[config.mk]
export PLATFORM = sky130hd
export DESIGN_NAME = bused_mii_router
export DESIGN_NICKNAME = d
export VERILOG_FILES = /design/src/rtl/bmr_pkg.sv /design/src/rtl/bmr_attach.sv /design/src/rtl/bmr_rx_arb.sv /design/src/rtl/bmr_tx_gate.sv /design/src/rtl/bused_mii_router.sv
export SDC_FILE = /design/constraint.sdc
export NUM_CORES = 1
export LEC_CHECK = 0
export BUFFER_PORTS_ARGS = -buffer_cell sky130_fd_sc_hd__buf_4
export CORE_MARGIN = 5
export CORE_UTILIZATION = 37
export DETAILED_ROUTE_END_ITERATION = 8
export PLACE_DENSITY = 0.82
export SLEW_MARGIN = 10
export SYNTH_ARGS = -nofsm -noshare
export SYNTH_HDL_FRONTEND = slang
export SYNTH_HIERARCHICAL = 1
export SYNTH_SLANG_ARGS = --single-unit
[constraint.sdc]
create_clock -name clk_i -period 2 [get_ports clk_i]
set_input_delay 0.2 -clock clk_i [delete_from_list [all_inputs] [get_ports clk_i]]
set_output_delay 0.2 -clock clk_i [all_outputs]
set_load 0.01 [all_outputs]
[src/rtl/bmr_pkg.sv]
package bmr_pkg;
  typedef enum logic [1:0] {
    ATT_NONE = 2'd0,
    ATT_SLOW = 2'd1,
    ATT_FAST = 2'd2
  } att_e;
endpackage

[src/rtl/bmr_attach.sv]
module bmr_attach
  import bmr_pkg::*;
#(
  parameter int N_PORTS = 4
) (
  input  logic               clk_i,
  input  logic               rst_ni,
  input  logic [N_PORTS-1:0] link_i,
  input  logic [N_PORTS-1:0] fast_i,
  input  logic [N_PORTS-1:0] busy_i,
  output logic [N_PORTS-1:0] on_fast_o,
  output logic [N_PORTS-1:0] on_slow_o
);
  for (genvar p = 0; p < N_PORTS; p++) begin : g_port
    att_e att_q, att_d;

    always_comb begin
      att_d = att_q;
      // placement may only move at a frame boundary
      if (!busy_i[p]) begin
        if (!link_i[p])     att_d = ATT_NONE;
        else if (fast_i[p]) att_d = ATT_FAST;
        else                att_d = ATT_SLOW;
      end
    end

    always_ff @(posedge clk_i or negedge rst_ni) begin
      if (!rst_ni) att_q <= ATT_NONE;
      else         att_q <= att_d;
    end

    assign on_fast_o[p] = (att_q == ATT_FAST);
    assign on_slow_o[p] = (att_q == ATT_SLOW);
  end
endmodule

[src/rtl/bmr_rx_arb.sv]
module bmr_rx_arb #(
  parameter int N_PORTS = 4,
  parameter int W       = 6
) (
  input  logic [N_PORTS-1:0]        req_i,
  input  logic [N_PORTS-1:0][W-1:0] data_i,
  output logic [W-1:0]              data_o
);
  // lowest index has priority
  always_comb begin
    data_o = '0;
    for (int i = N_PORTS - 1; i >= 0; i--) begin
      if (req_i[i]) data_o = data_i[i];
    end
  end
endmodule

[src/rtl/bmr_tx_gate.sv]
module bmr_tx_gate #(
  parameter int N_PORTS = 4,
  parameter int W       = 5
) (
  input  logic [N_PORTS-1:0]        en_i,
  input  logic [W-1:0]              bus_i,
  output logic [N_PORTS-1:0][W-1:0] data_o
);
  for (genvar p = 0; p < N_PORTS; p++) begin : g_port
    assign data_o[p] = en_i[p] ? bus_i : '0;
  end
endmodule

[src/rtl/bused_mii_router.sv]
module bused_mii_router #(
  parameter int N_PORTS = 4,
  parameter int NIB_W   = 4
) (
  input  logic                          clk_i,
  input  logic                          rst_ni,
  input  logic                          smart_mode_i,
  input  logic [N_PORTS-1:0]            link_i,
  input  logic [N_PORTS-1:0]            fast_i,
  input  logic [N_PORTS-1:0]            phy_crs_i,
  input  logic [N_PORTS-1:0]            phy_col_i,
  input  logic [N_PORTS-1:0][NIB_W-1:0] phy_rxd_i,
  input  logic [N_PORTS-1:0]            phy_rx_dv_i,
  input  logic [N_PORTS-1:0]            phy_rx_er_i,
  input  logic [N_PORTS-1:0]            phy_rxs_i,
  output logic [N_PORTS-1:0][NIB_W-1:0] phy_txd_o,
  output logic [N_PORTS-1:0]            phy_tx_en_o,
  output logic [N_PORTS-1:0]            phy_tx_er_o,
  output logic [N_PORTS-1:0]            phy_txs_o,
  output logic [N_PORTS-1:0]            phy_txs_en_o,
  input  logic [N_PORTS-1:0]            rxen_fast_i,
  input  logic [N_PORTS-1:0]            rxen_slow_i,
  input  logic [N_PORTS-1:0]            txen_fast_i,
  input  logic [N_PORTS-1:0]            txen_slow_i,
  output logic [NIB_W-1:0]              bus_a_rxd_o,
  output logic                          bus_a_rx_dv_o,
  output logic                          bus_a_rx_er_o,
  input  logic [NIB_W-1:0]              bus_a_txd_i,
  input  logic                          bus_a_tx_er_i,
  output logic                          bus_b_rxd_o,
  input  logic                          bus_b_txd_i,
  output logic [N_PORTS-1:0]            crs_fast_o,
  output logic [N_PORTS-1:0]            col_fast_o,
  output logic [N_PORTS-1:0]            crs_slow_o,
  output logic [N_PORTS-1:0]            col_slow_o
);
  localparam int RXA_W = NIB_W + 2;
  localparam int TXA_W = NIB_W + 1;

  logic [N_PORTS-1:0] on_fast, on_slow, busy;
  logic [N_PORTS-1:0] rx_req_a, rx_req_b, sec_blk, tx_ok_a, tx_ok_b;
  logic [N_PORTS-1:0][RXA_W-1:0] rx_word_a;
  logic [N_PORTS-1:0][TXA_W-1:0] tx_word_a;
  logic [N_PORTS-1:0][0:0]       rx_word_b, tx_word_b;
  logic [RXA_W-1:0] bus_a_word;
  logic [0:0]       bus_b_word;

  // effective enables; smart mode merges both speeds onto the fast-named pins
  assign sec_blk  = smart_mode_i ? txen_slow_i : '0;
  assign rx_req_a = on_fast & rxen_fast_i;
  assign rx_req_b = on_slow & (smart_mode_i ? rxen_fast_i : rxen_slow_i);
  assign tx_ok_a  = on_fast & txen_fast_i & ~sec_blk;
  assign tx_ok_b  = on_slow & (smart_mode_i ? txen_fast_i : txen_slow_i) & ~sec_blk;
  assign busy     = phy_crs_i | tx_ok_a | tx_ok_b;

  bmr_attach #(.N_PORTS(N_PORTS)) u_attach (
    .clk_i     (clk_i),
    .rst_ni    (rst_ni),
    .link_i    (link_i),
    .fast_i    (fast_i),
    .busy_i    (busy),
    .on_fast_o (on_fast),
    .on_slow_o (on_slow)
  );

  for (genvar p = 0; p < N_PORTS; p++) begin : g_word
    assign rx_word_a[p]    = {phy_rx_er_i[p], phy_rx_dv_i[p], phy_rxd_i[p]};
    assign rx_word_b[p]    = phy_rxs_i[p];
    assign phy_txd_o[p]    = tx_word_a[p][NIB_W-1:0];
    assign phy_tx_er_o[p]  = tx_word_a[p][NIB_W];
    assign phy_txs_o[p]    = tx_word_b[p][0];
  end

  bmr_rx_arb #(.N_PORTS(N_PORTS), .W(RXA_W)) u_arb_a (
    .req_i  (rx_req_a),
    .data_i (rx_word_a),
    .data_o (bus_a_word)
  );

  bmr_rx_arb #(.N_PORTS(N_PORTS), .W(1)) u_arb_b (
    .req_i  (rx_req_b),
    .data_i (rx_word_b),
    .data_o (bus_b_word)
  );

  bmr_tx_gate #(.N_PORTS(N_PORTS), .W(TXA_W)) u_gate_a (
    .en_i   (tx_ok_a),
    .bus_i  ({bus_a_tx_er_i, bus_a_txd_i}),
    .data_o (tx_word_a)
  );

  bmr_tx_gate #(.N_PORTS(N_PORTS), .W(1)) u_gate_b (
    .en_i   (tx_ok_b),
    .bus_i  (bus_b_txd_i),
    .data_o (tx_word_b)
  );

  assign bus_a_rxd_o   = bus_a_word[NIB_W-1:0];
  assign bus_a_rx_dv_o = bus_a_word[NIB_W];
  assign bus_a_rx_er_o = bus_a_word[NIB_W+1];
  assign bus_b_rxd_o   = bus_b_word[0];
  assign phy_tx_en_o   = tx_ok_a;
  assign phy_txs_en_o  = tx_ok_b;

  always_comb begin
    if (smart_mode_i) begin
      crs_fast_o = phy_crs_i & (on_fast | on_slow);
      col_fast_o = phy_col_i & (on_fast | on_slow);
      crs_slow_o = '0;
      col_slow_o = '0;
    end else begin
      crs_fast_o = phy_crs_i & on_fast;
      col_fast_o = phy_col_i & on_fast;
      crs_slow_o = phy_crs_i & on_slow;
      col_slow_o = phy_col_i & on_slow;
    end
  end
endmodule

## After elaboration in Yosys (flattened, before gate mapping)

Cells that the tools add are included.

| operators by class | value |
|---|---|
| reduce and logical (&&, ||, !) cells | 0 |
| equality and inequality tests | 8 |
| multiply operators | 0 |
| shift operators | 0 |
| divide/modulo/power cells | 0 |
| multiplexer cells | 31 |
| add/sub/neg operators | 0 |
| magnitude comparators | 0 |
| bitwise gates (word level) | 16 |

Operators with widths:

| cell | number |
|---|---|
| $and 4x4->4 | 12 |
| $mux 4 | 7 |
| $mux 6 | 4 |
| $mux 5 | 4 |
| $mux 2 | 8 |
| $or 4x4->4 | 3 |
| $eq 2x1->1 const B | 4 |
| $eq 2x2->1 const B | 4 |
| $mux 1 | 8 |
| $not 4->4 | 1 |

| storage, ports and cells | value |
|---|---|
| flip-flop bits (word level) | 8 |
| bits in writable memories | 0 |
| ROM bits | 0 |
| latch bits | 0 |
| input port bits | 69 |
| logic and storage cells | 59 |
| memories kept | 0 |

## Longest topological paths before layout

Gate-level depths: netlist of the first run.

| depth | value |
|---|---|
| depth after elaboration | 6 |
| gate-level depth with buffers | 6 |
| depth with buffers taken out | 5 |

## Hierarchy

The synthesis of the first run kept the hierarchy.

Modules (own cells, without submodules):

| module | times used | cells an instance | area each (um^2) |
|---|---|---|---|
| bused_mii_router | 1 | 72 | 551.8 |
| bmr_attach | 1 | 40 | 375.4 |
| bmr_rx_arb (u_arb_a) | 1 | 26 | 162.7 |
| bmr_tx_gate (u_gate_a) | 1 | 20 | 125.1 |
| bmr_rx_arb (u_arb_b) | 1 | 5 | 48.8 |
| bmr_tx_gate (u_gate_b) | 1 | 4 | 25.0 |

## Least setup slack after synthesis of the first run

Ideal clock, no wire load.

| timing path | value |
|---|---|
| kind | register -> output |
| start | reg u_attach.g_port[0].att_q[0] |
| end | out bus_a_rxd_o[3] |
| cell stages (with the launch flop) | 6 |
| arrival time | 1,357 ps |
| slack | 443 ps |
| buffers on the path | 0 |
| required time | 1,800 ps |
| cells stage by stage | dfrtp_1 nor2b_1 and2_1 nand2b_1 o22ai_1 a31oi_1 |

| between the ends | value |
|---|---|
| cells in the longest elaborated chain, start to end | 3 |

Ends and longest elaborated chain:

| item | RTL line | text |
|---|---|---|
| start: declaration | bmr_attach.sv:15 | `att_e att_q, att_d;` |
| start signal: assignment | bmr_attach.sv:29 | `else att_q <= att_d;` |
| $eq 2x2->1 | bmr_attach.sv:32 | `assign on_fast_o[p] = (att_q == ATT_FAST);` |
| net on_fast[0] | bused_mii_router.sv:40 | `logic [N_PORTS-1:0] on_fast, on_slow, busy;` |
| $and 4x4->4 | bused_mii_router.sv:50 | `assign rx_req_a = on_fast & rxen_fast_i;` |
| net rx_req_a[0] | bused_mii_router.sv:41 | `logic [N_PORTS-1:0] rx_req_a, rx_req_b, sec_blk, tx_ok_a, tx_ok_b;` |
| $mux 6 | bmr_rx_arb.sv:13 | `if (req_i[i]) data_o = data_i[i];` |
| end: declaration | bused_mii_router.sv:25 | `output logic [NIB_W-1:0] bus_a_rxd_o,` |

The timed path passes the listed nets, and every way through them passes these cells.

## Worst setup path after layout of the first run

| timing path | value |
|---|---|
| start | reg u_attach.g_port[0].att_q[1] |
| end | out bus_a_rxd_o[3] |

The elaborated chain is that of the path after synthesis.

==> reports/metrics.csv, run 1 <==
stage;metric;value;unit
routing;1st-iter DRT viols;43;
job;Max-cap violations;0;
power;PD cells;383.6;nW/µm²
die;IO Pins;124;
clocking;clock slew at reported path FFs;0.05;ns
timing;RSZ-0062 raised after global routing;no;
final_layout;Largest register FFs;8;
global_routing;vias in the first global route;1725;
synth;ys async rst share;100.0;%
synth;Synth Instances;167;
global_routing;initial antenna violation count;0;
die;number of core rows;21;
clocking;# clock sinks;8;
critical_path;Worst Path Max Fanout;5;
critical_path;WP data required;1.80;ns
timing;max_slew headroom;70.43;%
die;Initial Utilization;38.32;%
die;Die Area;4763;µm²
synth;Post-synth EDFFs;0;
synth;Synthesized Nets;236;
routing;via/cell ratio;4.962;
synth;ranking of synthesized cells by area;dfrtp_1, and2_1, nor2b_1, nand2b_1, nand2_1;
critical_path;Critical Path AT;1.70;ns
critical_path;CP Capture Type;primary output;
die;total core area;3363;µm²
clocking;CTS tree;yes;
timing;Max Freq;525.9;MHz
routing;DR top layer;met4;
final_layout;Largest regs;u_attach/g_port.att_q (8);
clocking;CTS root buf;clkbuf_4;
final_layout;share of layout cells above drive strength 1;51.18;%
synth;Post-Syn Area per Cell;7.717;µm²
synth;#FFs+latches synth;8;
synth;Seq/Total Area, Yosys;15.53;%
final_layout;ant diodes;0;
routing;Pre-antenna DRT Iters;4;
global_routing;largest net degree at the start of global routing;33;
routing;ANT nets after route;0;
final_layout;most frequent cells in the layout;buf_4, and2_1, nand2_1;
global_routing;Overall Global Routing Usage;19.10;%
place;# placed instances;339;
final_layout;Filler cells;324;
timing;Max Slew Vio Count;0;
routing;drt total wl;4771;µm
global_routing;Overflow after GRT;0;
synth;top cell type's share of synthesized area;15.53;%
timing;Period Utilization, post-route;95.07;%
final_layout;fin nets;368;
clocking;worst skew pair latency;0.25;ns
critical_path;CP Launch Type;register;
synth;Synth Warn #;6;
routing;detailed-route DRC error count;0;
timing;total negative slack;0;ns
timing;Slew @ Worst Pin;0.4436;ns
die;Die Y;69.02;µm
timing;Setup Skew;0.00005992;ns
power;VDD IR-drop max;0.4223;mV
clocking;CTS buffer count;3;
clocking;# Post-CTS Setup Buffers;0;
routing;drt wl/cell;13.91;µm
clocking;H-tree depth;1;
timing;final hold viol count;0;
place;Port Buffers;123;
critical_path;Worst R2R Path Depth;6;
synth;ys flop type;dfrtp_1;
place;Final HPWL DP;4096;µm
run_status;status;completed;
min_path;hold crit path type;in2reg;
routing;DR WL met3;319;µm
min_path;WHS Path Cells;3;
die;DIE WIDTH;69.02;µm
global_routing;first-pass GRT wire length;7659;µm
critical_path;Setup CP Type;reg2out;
routing;via count;1702;
routing;WL met2;2424;µm
routing;met1 WL;1917;µm
final_layout;Synth-to-Final Area Change;80.29;%
synth;Synth Cell Area;1289;µm²
final_layout;commonest non-fill, non-tap cell in the layout;buf_4;
final_layout;Largest Register;u_attach/g_port.att_q;
power;P_leak;0.001178;µW
synth;synth unique cells;30;
place;Final Wtd Congestion;0.8911;
timing;Tmin final;1.901;ns
final_layout;Final Non-Filler Cells;343;
synth;Yosys top cell by area;dfrtp_1;
timing;Finish-stage setup viols;0;
clocking;CTS max path bufs;2;
[final timing paths]
kind                                                  start                          end  slack (ns)
worst max-delay path            u_attach/g_port[0].att_q[1]               bus_a_rxd_o[3]         0.1
worst min-delay path                              link_i[3]  u_attach/g_port[3].att_q[1]        0.21
worst max register to register  u_attach/g_port[0].att_q[0]  u_attach/g_port[0].att_q[1]        0.49
worst min register to register  u_attach/g_port[3].att_q[1]  u_attach/g_port[3].att_q[1]        0.50
max in group asynchronous                            rst_ni  u_attach/g_port[3].att_q[1]        1.57
min in group asynchronous                            rst_ni  u_attach/g_port[2].att_q[1]        0.29
[critical path: stages (launching register included)]
cell and delay (ns):
dfrtp_1 0.36, nor2b_1 0.20, and2_1 0.20, nand2b_1 0.22, o22ai_1 0.11, a31oi_1 0.19, buf_4 0.16
[logic make-up (layout without fill, tap and decap cells)]
group | Yosys count | count (layout) | synth area share, %
buffers and inverters | 10 | 140 | 5.824
AND/OR/NAND/NOR | 99 | 99 | 48.45
multiplexers | 4 | 4 | 3.107
flip-flops | 8 | 8 | 15.53
AO/OA/AOI/OAI | 46 | 46 | 27.09
[through the flow]
| stage | hold slack [ns] | setup WS, ns | util (%) | area [µm²] | total power, µW |
|---|---|---|---|---|---|
| 2_1_floorplan | -0.09559 | 0.4426 | - | 1289 | 472.7 |
| 3_3_place_gp | 0.02422 | 0.2856 | 67.60 | 2273 | 760.1 |
| 3_5_place_dp | 0.02572 | 0.2904 | 67.60 | 2273 | 769.3 |
| 4_1_cts | 0.2094 | 0.08595 | 68.60 | 2307 | 893.5 |
| 5_1_grt | 0.2094 | 0.002812 | 69.08 | 2323 | 956.5 |
| 6_report | 0.2104 | 0.09853 | 69.08 | 2323 | 891.3 |
[cell type report]
cell class	instances	area (µm²)	area share (%)
Clock buffer	3	22.52	0.9693
Timing Repair Buffer	132	993.5	42.76
Multi-Input combinational cell	149	1031	44.37
Inverter	5	18.77	0.8078
Tap cell	46	57.56	2.477
Sequential cell	8	200.2	8.616
[timing repair]
| item | CTS | global route |
|---|---|---|
| gates resized for setup | 1 | 5 |
| setup endpoints to repair | 1 | 14 |
| hold endpoints to repair | 8 | 0 |
| hold buffers | 1 | 0 |
[cells in the mapped netlist (3+ instances only)]
cell type and number:
nor2b_1 17, nand2_1 18, nor2_1 5, o221ai_1 4, and2_1 28, inv_1 5, a21oi_1 8, o21ai_0 5
a21boi_1 4, a22oi_1 8, nand3b_1 6, a21oi_4 4, mux2i_1 4, and3b_1 4, nand2b_1 13, o21ai_2 4
o22ai_1 5, nor3b_2 3, dfrtp_1 8
[where the power goes]
part | leakage [µW] | internal [µW] | switching [µW]
combinational | 0.00106 | 313 | 262
clock | 0.0000138 | 68.5 | 52.1
sequential | 0.000104 | 182 | 13.6
total | 0.00118 | 563 | 328
[per-layer routing]
metal	vias to the layer above	track usage [%]
li1	847	-
met1	767	20.93
met2	76	34.96
met3	12	5.523
met4	0	6.074
met5	-	0
(Power assumes the default switching activity.)
==> inputs of run 2 (changes only) <==
--- a/config.mk
+++ b/config.mk
@@ -5,11 +5,12 @@
 export SDC_FILE = /design/constraint.sdc
 export NUM_CORES = 1
 export LEC_CHECK = 0
+export ABC_AREA = 1
 export BUFFER_PORTS_ARGS = -buffer_cell sky130_fd_sc_hd__buf_4
 export CORE_MARGIN = 5
 export CORE_UTILIZATION = 37
 export DETAILED_ROUTE_END_ITERATION = 8
-export PLACE_DENSITY = 0.82
+export PLACE_DENSITY = 0.91
 export SLEW_MARGIN = 10
 export SYNTH_ARGS = -nofsm -noshare
 export SYNTH_HDL_FRONTEND = slang
==> reports/metrics.csv, run 2 <==
stage;metric;value;unit;change
run_status;status;completed;;
power;VDD IR-drop max;0.3387;mV;-20%
critical_path;crit-path cells;nor2_1 > nand2_1 > inv_1 > a21oi_1 > nand2_1 > nand2_1 > buf_4;;
synth;ys async rst share;100.0;%;unchanged
final_layout;share of layout cells above drive strength 1;36.15;%;-15 points
final_layout;Largest register FFs;8;;unchanged
clocking;clock slew at reported path FFs;0.05;ns;about the same
critical_path;WP data required;1.80;ns;about the same
clocking;CTS root buf;clkbuf_4;;
synth;Seq/Total Area, Yosys;15.50;%;-0.030 points
job;Max-cap violations;0;;unchanged
place;Place WS;0.3320;ns;+0.04157 ns
routing;drt wl/cell;11.28;µm;-19%
clocking;H-tree depth;1;;unchanged
critical_path;Critical Path AT;1.65;ns;-0.05 ns
timing;Max Slew Vio Count;0;;unchanged
power;PD cells;367.8;nW/µm²;-4.1%
die;number of core rows;21;;unchanged
place;Final Wtd Congestion;0.8611;;-3.4%
routing;via count;1944;;+14%
global_routing;Overall Global Routing Usage;19.98;%;+0.88 points
global_routing;Overflow after GRT;0;;unchanged
die;total core area;3363;µm²;unchanged
die;DIE WIDTH;69.08;µm;about the same
clocking;CTS tree;yes;;
critical_path;Crit path top cell by count;nand2_1;;
synth;most frequent cells after synthesis;nand2_1, inv_1, a21oi_1;;
timing;Slew @ Worst Pin;0.4082;ns;-0.03537 ns
timing;Finish-stage setup viols;0;;unchanged
timing;Period Utilization, post-route;92.30;%;-2.8 points
timing;total negative slack;0;ns;unchanged
synth;Post-synth EDFFs;0;;unchanged
timing;max_slew headroom;72.68;%;+2.3 points
critical_path;cell family with most CP delay;simple AND/OR/NAND/NOR gates;;
clocking;CTS buffer count;3;;unchanged
final_layout;Largest regs;u_attach/g_port.att_q (8);;
timing;Tmin final;1.846;ns;-0.05545 ns
synth;Synth Cell Area;1291;µm²;+0.19%
critical_path;slowest CP cell;dfrtp_1;;
routing;detailed-route DRC error count;0;;unchanged
die;Die Y;69.08;µm;about the same
critical_path;slowest stage delay, CP;0.41;ns;+0.05 ns
synth;Post-Syn Area per Cell;4.836;µm²;-37%
final_layout;ant diodes;0;;unchanged
routing;Pre-antenna DRT Iters;5;;+1
final_layout;fin nets;461;;+25%
critical_path;CP Launch Type;register;;
synth;Synth Warn #;6;;unchanged
synth;synth unique cells;13;;-57%
final_layout;Largest Register;u_attach/g_port.att_q;;
critical_path;Buf/Inv on CP;2;;+1
die;IO Pins;124;;unchanged
synth;Yosys top cell by area;nand2_1;;
critical_path;Setup CP Type;reg2out;;
critical_path;CP Capture Type;primary output;;
synth;top-count cell post-synth;nand2_1;;
global_routing;vias in the first global route;1806;;+4.7%
die;Die Area;4771;µm²;+0.17%
synth;Synthesized Nets;336;;+42%
final_layout;Filler cells;330;;+1.9%
timing;setup ws final;0.1540;ns;+0.05545 ns
routing;1st-iter DRT viols;95;;+120%
clocking;CTS max path bufs;2;;unchanged
clocking;# Post-CTS Setup Buffers;0;;unchanged
routing;ANT nets after route;0;;unchanged
power;P_leak;0.001633;µW;+39%
final_layout;most frequent cells in the layout;buf_4, nand2_1, inv_1;;
synth;top cell type's share of synthesized area;29.94;%;+14 points
timing;Max Freq;541.7;MHz;+3.0%
place;Port Buffers;123;;unchanged
final_layout;Synth-to-Final Area Change;77.03;%;
global_routing;largest net degree at the start of global routing;24;;-27%
timing;final hold viol count;0;;unchanged
synth;#FFs+latches synth;8;;unchanged
clocking;worst skew pair latency;0.26;ns;about the same
routing;drt total wl;4920;µm;+3.1%
critical_path;Worst Path Max Fanout;12;;+7
final_layout;Storage cell area;200.2;µm²;unchanged
place;Final HPWL DP;4244;µm;+3.6%
timing;RSZ-0062 raised after global routing;no;;
final_layout;commonest non-fill, non-tap cell in the layout;buf_4;;
synth;Synth Instances;267;;+60%
clocking;# clock sinks;8;;unchanged
synth;ys flop type;dfrtp_1;;
global_routing;initial antenna violation count;0;;unchanged
die;Initial Utilization;38.39;%;+0.074 points
min_path;hold crit path type;in2reg;;
final_layout;Multi-input gate area;775.7;µm²;-25%
global_routing;first-pass GRT wire length;8031;µm;+4.9%
timing;Setup Skew;0.0003375;ns;+0.0002776 ns
routing;via/cell ratio;4.459;;-10%
synth;ranking of synthesized cells by area;nand2_1, inv_1, dfrtp_1, a21oi_1, nand3_1;;
==> run 2: worst paths after layout <==
check,endpoint,cells after the start,from,slack (ns)
max,bus_a_rxd_o[0],7,u_attach/g_port[0].att_q[0],0.15
min,u_attach/g_port[1].att_q[0],3,link_i[1],0.17
max reg2reg,u_attach/g_port[0].att_q[0],7,u_attach/g_port[0].att_q[0],0.63
min reg2reg,u_attach/g_port[1].att_q[1],2,u_attach/g_port[1].att_q[1],0.51
max in group asynchronous,u_attach/g_port[2].att_q[1],2,rst_ni,1.57
min in group asynchronous,u_attach/g_port[3].att_q[0],2,rst_ni,0.30
==> run 2: cell type report <==
class / count / area share [%]
Clock buffer: 3 / 0.9852
Inverter: 79 / 12.97
Multi-Input combinational cell: 176 / 33.94
Sequential cell: 8 / 8.758
Tap cell: 46 / 2.518
Timing Repair Buffer: 124 / 40.83
==> run 2: where the power goes <==
group | switching (µW) | internal, µW
combinational | 270 | 247
sequential | 14.9 | 182
clock | 57.6 | 68.8
==> run 2: logic make-up (layout without fill, tap and decap cells) <==
kind of cell	after synthesis	in the layout	share of synthesized area [%]
simple gates	145	145	46.90
compound gates	31	31	12.02
buf+inv	83	206	25.58
flops	8	8	15.50
==> run 2: metal layers <==
| metal | up-vias | track usage (%) | wire length, µm |
|---|---|---|---|
| met3 | 11 | 4.215 | 290 |
| met2 | 71 | 36.97 | 2512 |
| met4 | 0 | 7.592 | 119 |
| li1 | 1027 | - | - |
| met5 | - | 0 | 0 |
| met1 | 835 | 22.02 | 1997 |
==> run 2: per-stage QoR <==
stage               utilization [%]  hold WS (ns)  std cells  area (µm²)  power [µW]
floorplan                         -      -0.09559        267        1291       444.5
global placement              66.56       0.02063        432        2238       701.0
detailed placement            66.56       0.02444        432        2238       711.5
CTS                           67.52        0.1656        436        2271       844.9
global route                  67.97        0.1692        436        2286       910.7
finish                        67.97        0.1745        436        2286       840.7
==> run 2: what timing repair did <==
item,in CTS,in global routing
resized for setup,0,4
endpoints found under the setup margin,0,13
hold buffers,1,0
hold endpoints to repair,8,0
==> run 2: worst register-to-register path: stages, from the launching register on <==
cell and delay (ns):
dfrtp_1 0.39, inv_1 0.05, nor2_1 0.32, nand3_1 0.17, nand2_1 0.15, inv_2 0.06, nand3_2 0.07, nand2_2 0.05
